File: src/rtl/tribank_gpio_pkg.sv
package tribank_gpio_pkg;
  localparam int GRP_W     = 4;
  localparam int BSEL_W    = 2;
  localparam int ADDR_W    = GRP_W + BSEL_W + 2;
  localparam int MAX_BANKS = 1 << BSEL_W;

  localparam logic [GRP_W-1:0] G_DIR  = 4'd0;
  localparam logic [GRP_W-1:0] G_INV  = 4'd1;
  localparam logic [GRP_W-1:0] G_DATA = 4'd2;
  localparam logic [GRP_W-1:0] G_SET  = 4'd3;
  localparam logic [GRP_W-1:0] G_CLR  = 4'd4;
  localparam logic [GRP_W-1:0] G_RISE = 4'd5;
  localparam logic [GRP_W-1:0] G_FALL = 4'd6;
  localparam logic [GRP_W-1:0] G_HIGH = 4'd7;
  localparam logic [GRP_W-1:0] G_LOW  = 4'd8;
  localparam logic [GRP_W-1:0] G_STAT = 4'd9;
  localparam logic [GRP_W-1:0] G_SRC  = 4'd10;
  localparam logic [GRP_W-1:0] G_LAST = G_SRC;

  function automatic logic [ADDR_W-1:0] reg_addr(input logic [GRP_W-1:0] grp,
                                                 input int unsigned bank);
    return {grp, BSEL_W'(bank), 2'b00};
  endfunction
endpackage

File: src/rtl/tribank_sync.sv
module tribank_sync #(
  parameter int WIDTH  = 32,
  parameter int STAGES = 2
) (
  input  logic             clk,
  input  logic             rst_n,
  input  logic [WIDTH-1:0] d_async,
  output logic [WIDTH-1:0] q_sync
);
  logic [STAGES-1:0][WIDTH-1:0] chain_q;

  always_ff @(posedge clk or negedge rst_n) begin
    if (!rst_n) begin
      chain_q <= '0;
    end else begin
      chain_q[0] <= d_async;
      for (int s = 1; s < STAGES; s++) chain_q[s] <= chain_q[s-1];
    end
  end

  assign q_sync = chain_q[STAGES-1];
endmodule

File: src/rtl/tribank_detect.sv
module tribank_detect #(
  parameter int WIDTH = 32
) (
  input  logic             clk,
  input  logic             rst_n,
  input  logic [WIDTH-1:0] level_now,
  input  logic [WIDTH-1:0] en_rise,
  input  logic [WIDTH-1:0] en_fall,
  input  logic [WIDTH-1:0] en_high,
  input  logic [WIDTH-1:0] en_low,
  output logic [WIDTH-1:0] hit_any,
  output logic [WIDTH-1:0] hit_edge
);
  logic [WIDTH-1:0] level_prev_q;
  logic [WIDTH-1:0] rise_hit, fall_hit, high_hit, low_hit;

  always_ff @(posedge clk or negedge rst_n) begin
    if (!rst_n) level_prev_q <= '0;
    else        level_prev_q <= level_now;
  end

  always_comb begin
    rise_hit = level_now & ~level_prev_q & en_rise;
    fall_hit = ~level_now & level_prev_q & en_fall;
    high_hit = level_now & en_high;
    low_hit  = ~level_now & en_low;
    hit_edge = rise_hit | fall_hit;
    hit_any  = hit_edge | high_hit | low_hit;
  end
endmodule

File: src/rtl/tribank_bank.sv
module tribank_bank
  import tribank_gpio_pkg::*;
#(
  parameter int WIDTH = 32
) (
  input  logic             clk,
  input  logic             rst_n,
  input  logic             wr_en,
  input  logic [GRP_W-1:0] wr_grp,
  input  logic [WIDTH-1:0] wr_data,
  input  logic [GRP_W-1:0] rd_grp,
  output logic [WIDTH-1:0] rd_data,
  input  logic [WIDTH-1:0] pin_sync,
  output logic [WIDTH-1:0] pad_out,
  output logic [WIDTH-1:0] pad_oe,
  output logic             pending
);
  logic [WIDTH-1:0] dir_q, inv_q, dout_q;
  logic [WIDTH-1:0] en_rise_q, en_fall_q, en_high_q, en_low_q;
  logic [WIDTH-1:0] stat_q, src_q;
  logic [WIDTH-1:0] level_now, hit_any, hit_edge, clr_mask;

  assign level_now = pin_sync ^ inv_q;

  tribank_detect #(.WIDTH(WIDTH)) u_detect (
    .clk      (clk),
    .rst_n    (rst_n),
    .level_now(level_now),
    .en_rise  (en_rise_q),
    .en_fall  (en_fall_q),
    .en_high  (en_high_q),
    .en_low   (en_low_q),
    .hit_any  (hit_any),
    .hit_edge (hit_edge)
  );

  always_ff @(posedge clk or negedge rst_n) begin
    if (!rst_n) begin
      dir_q     <= '0;
      inv_q     <= '0;
      dout_q    <= '0;
      en_rise_q <= '0;
      en_fall_q <= '0;
      en_high_q <= '0;
      en_low_q  <= '0;
    end else if (wr_en) begin
      case (wr_grp)
        G_DIR:   dir_q     <= wr_data;
        G_INV:   inv_q     <= wr_data;
        G_DATA:  dout_q    <= wr_data;
        G_SET:   dout_q    <= dout_q | wr_data;
        G_CLR:   dout_q    <= dout_q & ~wr_data;
        G_RISE:  en_rise_q <= wr_data;
        G_FALL:  en_fall_q <= wr_data;
        G_HIGH:  en_high_q <= wr_data;
        G_LOW:   en_low_q  <= wr_data;
        default: ;
      endcase
    end
  end

  assign clr_mask = (wr_en && wr_grp == G_STAT) ? wr_data : '0;

  always_ff @(posedge clk or negedge rst_n) begin
    if (!rst_n) begin
      stat_q <= '0;
      src_q  <= '0;
    end else begin
      stat_q <= (stat_q & ~clr_mask) | hit_any;
      src_q  <= (src_q & ~hit_any) | hit_edge;
    end
  end

  always_comb begin
    case (rd_grp)
      G_DIR:   rd_data = dir_q;
      G_INV:   rd_data = inv_q;
      G_DATA:  rd_data = (dir_q & dout_q) | (~dir_q & level_now);
      G_RISE:  rd_data = en_rise_q;
      G_FALL:  rd_data = en_fall_q;
      G_HIGH:  rd_data = en_high_q;
      G_LOW:   rd_data = en_low_q;
      G_STAT:  rd_data = stat_q;
      G_SRC:   rd_data = src_q;
      default: rd_data = '0;
    endcase
  end

  assign pad_out = dout_q;
  assign pad_oe  = dir_q;
  assign pending = |stat_q;
endmodule

File: src/rtl/tribank_gpio.sv
module tribank_gpio
  import tribank_gpio_pkg::*;
#(
  parameter int NUM_BANKS   = 3,
  parameter int BANK_W      = 32,
  parameter int SYNC_STAGES = 2,
  localparam int NPINS      = NUM_BANKS * BANK_W
) (
  input  logic              clk,
  input  logic              rst_n,
  input  logic              bus_en,
  input  logic              bus_we,
  input  logic [ADDR_W-1:0] bus_addr,
  input  logic [BANK_W-1:0] bus_wdata,
  output logic [BANK_W-1:0] bus_rdata,
  input  logic [NPINS-1:0]  pin_in,
  output logic [NPINS-1:0]  pin_out,
  output logic [NPINS-1:0]  pin_oe,
  output logic              irq
);
  logic [GRP_W-1:0]  a_grp;
  logic [BSEL_W-1:0] a_bank;
  logic              a_hit;
  logic [NPINS-1:0]  pin_sync;
  logic [NUM_BANKS-1:0] bank_wr, bank_pend;
  logic [NUM_BANKS-1:0][BANK_W-1:0] bank_rd;

  assign a_grp  = bus_addr[ADDR_W-1 -: GRP_W];
  assign a_bank = bus_addr[2 +: BSEL_W];
  assign a_hit  = (a_grp <= G_LAST) && (int'(a_bank) < NUM_BANKS) && (bus_addr[1:0] == 2'b00);

  tribank_sync #(.WIDTH(NPINS), .STAGES(SYNC_STAGES)) u_sync (
    .clk    (clk),
    .rst_n  (rst_n),
    .d_async(pin_in),
    .q_sync (pin_sync)
  );

  for (genvar b = 0; b < NUM_BANKS; b++) begin : g_bank
    assign bank_wr[b] = bus_en && bus_we && a_hit && (a_bank == BSEL_W'(b));

    tribank_bank #(.WIDTH(BANK_W)) u_bank (
      .clk     (clk),
      .rst_n   (rst_n),
      .wr_en   (bank_wr[b]),
      .wr_grp  (a_grp),
      .wr_data (bus_wdata),
      .rd_grp  (a_grp),
      .rd_data (bank_rd[b]),
      .pin_sync(pin_sync[b*BANK_W +: BANK_W]),
      .pad_out (pin_out[b*BANK_W +: BANK_W]),
      .pad_oe  (pin_oe[b*BANK_W +: BANK_W]),
      .pending (bank_pend[b])
    );
  end

  always_comb begin
    bus_rdata = '0;
    for (int b = 0; b < NUM_BANKS; b++)
      if (bus_en && !bus_we && a_hit && a_bank == BSEL_W'(b)) bus_rdata = bank_rd[b];
  end

  assign irq = |bank_pend;
endmodule

File: config.mk
export PLATFORM = sky130hd
export DESIGN_NAME = tribank_gpio
export DESIGN_NICKNAME = d
export VERILOG_FILES = /design/src/rtl/tribank_gpio_pkg.sv /design/src/rtl/tribank_sync.sv /design/src/rtl/tribank_detect.sv /design/src/rtl/tribank_bank.sv /design/src/rtl/tribank_gpio.sv
export SDC_FILE = /design/constraint.sdc
export NUM_CORES = 2
export LEC_CHECK = 0
export BUFFER_PORTS_ARGS = -buffer_cell sky130_fd_sc_hd__buf_2
export CAP_MARGIN = 20
export CORE_ASPECT_RATIO = 0.6
export CORE_MARGIN = 10
export CORE_UTILIZATION = 40
export DETAILED_ROUTE_END_ITERATION = 6
export SLEW_MARGIN = 10
export SYNTH_ARGS = -nofsm -noshare
export SYNTH_HDL_FRONTEND = slang
export SYNTH_SLANG_ARGS = --single-unit
File: constraint.sdc
create_clock -name clk -period 5.4 [get_ports clk]
set_input_delay 1.08 -clock clk [delete_from_list [all_inputs] [get_ports clk]]
set_output_delay 1.08 -clock clk [all_outputs]
set_load 0.02 [all_outputs]
==> flow_summary_export.csv <==
group,metric,value,unit
run_status,status,"complete, but fails checks",
run_status,violations,"design-rule violations",
final_layout,fin_cells,6405,
synthesis,ys_seq_area_share,56.5,%
synthesis,synth.top_cell.area_share,56.5,%
sta,fin_crit,5.20,ns
route,num_vias,39699,
synthesis,synthTopCellsByCount,"1152 x dfrtp_1, 675 x mux2_2, 468 x nand2_1, 182 x mux2i_1, 167 x clkbuf_1",
route,first_pass_iters,7,
power_and_ir_drop,swShare,27.5,%
synthesis,ys.flop_type,"dfrtp_1",
critical_path,crit_path_start_kind,"input port",
synthesis,synth-compound-area-share,13.7,%
power_and_ir_drop,ir_drop,0.000262,V
power_and_ir_drop,finalPower,20.6,mW
synthesis,syn_area,51000,um^2
sta,finalCritPeriodShare,96.3,%
synthesis,synth_top_family_by_area,"multiplexers",
floorplanning,die_area,143000,um^2
cts,postCtsHoldBufs,0,
critical_path,max_stage_delay,0.67,ns
floorplanning,coreArea,127000,um^2
final_layout,area_growth_syn_to_layout,17.0,%
critical_path,r2r_start,"u_sync.q_sync[64]",
synthesis,yosys.area.top_type,"dfrtp_1",
synthesis,avgSynthCellArea,12.1,um^2
cts,cts_buffer_depth,3,
route,routed_wl,213,mm
critical_path,cp.required,4.32,ns
global_route,grt_overflow,0,
flow_run,timing.max_cap.violations,0,
route,viasPerCell,6.20,
cts,root_buffer,"clkbuf_16",
placement,dp_cells,6198,
sta,fin_worst_skew,0.0455,ns
route,drc,1,
critical_path,crit_arrival,4.12,ns
floorplanning,initial_utilization,40.3,%
sta,layout_setup_ws,0.198,ns
route,wl_per_cell,33.2,um
global_route,grt_max_degree,140,
critical_path,worstPathCellList,"buf_4, a21o_1, a2111oi_4, nand2_1, a31oi_1, a21oi_1, a21oi_1, buf_2",
cts,cts_buffers,110,
placement,place_ws,0.345,ns
power_and_ir_drop,power.share.sequential,49.4,%
power_and_ir_drop,p_sw,5.66,mW
power_and_ir_drop,combPwrFrac,10.1,%
final_layout,fill_cells,11516,
synthesis,synth_most_common_cell,"dfrtp_1",
power_and_ir_drop,p_int,14.9,mW
global_route,antenna_found_initial,12,
floorplanning,die_y,297,um
sta,hold-worst-slack,0.334,ns
power_and_ir_drop,clkPwrFrac,40.5,%
global_route,grt.busiest_layer,"met1",
global_route,grtUsageTotal,29.0,%
sta,finalHoldViolCount,0,
placement,globalplace.congestion,0.950,
sta,fin_setup_tns,0,ns
global_route,grtUsageMet1,41.2,%
synthesis,async_reset_ff_share,100,%
global_route,met2_usage,39.1,%
critical_path,crit_buf_inv,2,
critical_path,critPathMaxFanout,28,
sta,drv_slew,0,
cts,clk_pin_slew,0.06,ns
synthesis,syn_inst,4232,
sta,max_freq,192,MHz
sta,rsz0062_at_grt,"false",
cts,h-tree-depth,3,
synthesis,synth_seq_cells,1152,
global_route,first_global_vias,38182,
synthesis,synthSimpleGateAreaFrac,6.40,%
floorplanning,die_width,481,um
synthesis,synthTopCellsByArea,"dfrtp_1 56%, mux2_2 15%, mux2i_1 3.6%, nand2_1 3.4%, a22o_1 2.1%",
worst_hold_path,worstHoldEndpoint,"u_sync.q_sync[29]",
synthesis,synth_mux_area_share,18.8,%
placement,dp_hpwl,146,mm
critical_path,crit_slowest_cell,"a31oi_1",
floorplanning,fp-row-count,101,
critical_path,reg2reg_slack,3.59,ns
worst_hold_path,hp-class,"reg -> reg",
sta,slew_headroom,12.1,%
cts,post_cts_buffers,0,
cts,clk-insertion-delay-late,0.77,ns
critical_path,critPathKind,"in -> out",
synthesis,syn_nets,4372,
placement,portBuffers,364,
synthesis,yosys_warnings,0,
cts,cts_tree,"done",
synthesis,synth_cell_type_count,69,
worst_hold_path,min_path_cells,0,
cts,clkSinkCount,1152,
critical_path,reg2reg_depth,3,
critical_path,critPathCaptureType,"output pin",
cts,cts-resized-gates,0,
critical_path,cp_common_cell,"a21oi_1",
critical_path,cpLargestDelayFamily,"compound AO/OA/AOI/OAI gates",
sta,setup_viol,0,
synthesis,synth_edf_count,0,
final_layout,fin_nets,4753,
worst_hold_path,worstHoldStart,"u_sync.chain_q[29]",
synthesis,yosys.area_share.adder,0,%
sta,tightest_slew,1.31,ns
route,postRouteAntennaNets,0,
critical_path,r2r-end,"g_bank[2].u_bank.stat_q[0]",
power_and_ir_drop,powerDensity,345,nW/um^2
global_route,use_met3,11.4,%
floorplanning,ios,365,
power_and_ir_drop,p_leak,28.2,nW
synthesis,synthXorXnorAreaFrac,1.65,%
global_route,grt_first_pass_wirelength,298,mm
final_layout,drive_above_1_share,31.6,%
route,dr.first_iter.drc_count,5121,
logic make-up (layout without fill, tap and decap cells):
| kind of cell | Yosys count | in the layout |
|---|---|---|
| xor gates and xnor gates | 96 | 96 |
| other | 0 | 6 |
| AOI/OAI and AO/OA | 961 | 961 |
| buffers and inverters | 389 | 857 |
| and+or+nand+nor | 768 | 768 |
| DFF | 1152 | 1152 |
| muxes | 866 | 866 |
registers in the layout (all words and copies together), names as in the netlist:
signal	cells
g_bank.u_bank.en_fall_q	96
g_bank.u_bank.en_high_q	96
g_bank.u_bank.en_low_q	96
g_bank.u_bank.en_rise_q	96
g_bank.u_bank.inv_q	96
g_bank.u_bank.pad_oe	96
g_bank.u_bank.pad_out	96
g_bank.u_bank.src_q	96
g_bank.u_bank.stat_q	96
g_bank.u_bank.u_detect.level_prev_q	96
u_sync.chain_q	96
u_sync.q_sync	96
routing by layer:
metal  share of wire, %  wire length, um
met4                4.6             9680
met2                 40            84500
met5              0.016               35
met3                 13            28400
met1                 42            90000
layout by cell type, fill, tap and decap left out, types with 97 or more instances in the layout:
| cell type | synthesis | routed |
|---|---|---|
| o22ai_1 | 164 | 164 |
| dfrtp_1 | 1152 | 1152 |
| mux2_2 | 675 | 675 |
| a22o_1 | 121 | 121 |
| inv_1 | 103 | 103 |
| clkbuf_16 | 0 | 111 |
| buf_2 | 72 | 360 |
| buf_4 | 1 | 163 |
| nand2_1 | 468 | 456 |
| o21ai_0 | 101 | 101 |
| nor2_1 | 157 | 145 |
| a22oi_1 | 136 | 136 |
| mux2i_1 | 182 | 182 |
| a211o_1 | 97 | 97 |
power by group through the flow:
stage | Sequential [mW] | Clock, mW | Combinational, mW
6_report | 10.2 | 8.34 | 2.09
5_1_grt | 10.2 | 8.78 | 2.23
4_1_cts | 10.1 | 8.43 | 2.05
3_5_place_dp | 10.3 | 0 | 2.04
3_3_place_gp | 10.3 | 0 | 2.01
2_1_floorplan | 9.95 | 0 | 1.11
how the worst max path moves through the flow:
stage / start / endpoint / slack (ns) / depth (start not counted)
floorplan: bus_addr[4] / bus_rdata[8] / 1.19 / 7
global placement: bus_addr[5] / bus_rdata[29] / 0.41 / 8
detailed placement: bus_addr[5] / bus_rdata[29] / 0.34 / 8
CTS: bus_addr[5] / bus_rdata[29] / 0.33 / 8
global route: bus_addr[5] / bus_rdata[29] / 0.11 / 8
finish: bus_addr[5] / bus_rdata[29] / 0.20 / 8
area by class of cell:
cell class	instances	area, um^2	share of cell area, %
multi-input combinational	2691	20900	35.0
sequential	1152	28800	48.3
tap	1699	2130	3.56
clock inverter	46	657	1.10
clock buffer	153	3170	5.30
inverter	103	387	0.648
antenna	6	15.0	0.0252
timing repair buffer	555	3650	6.12
worst reg2reg max path: stages, from the launching register on:
cell and delay [ns]:
dfrtp_1 0.61, xor2_1 0.42, mux2_2 0.41, a211o_1 0.28
stage by stage:
stage	area, um^2	util, %
5_1_grt	59700	47.1
2_1_floorplan	51000	-
4_1_cts	59700	47.1
3_5_place_dp	55800	44.1
3_3_place_gp	55800	44.1
6_report	59700	47.1
No activity file was read; power rests on OpenSTA's default activity.
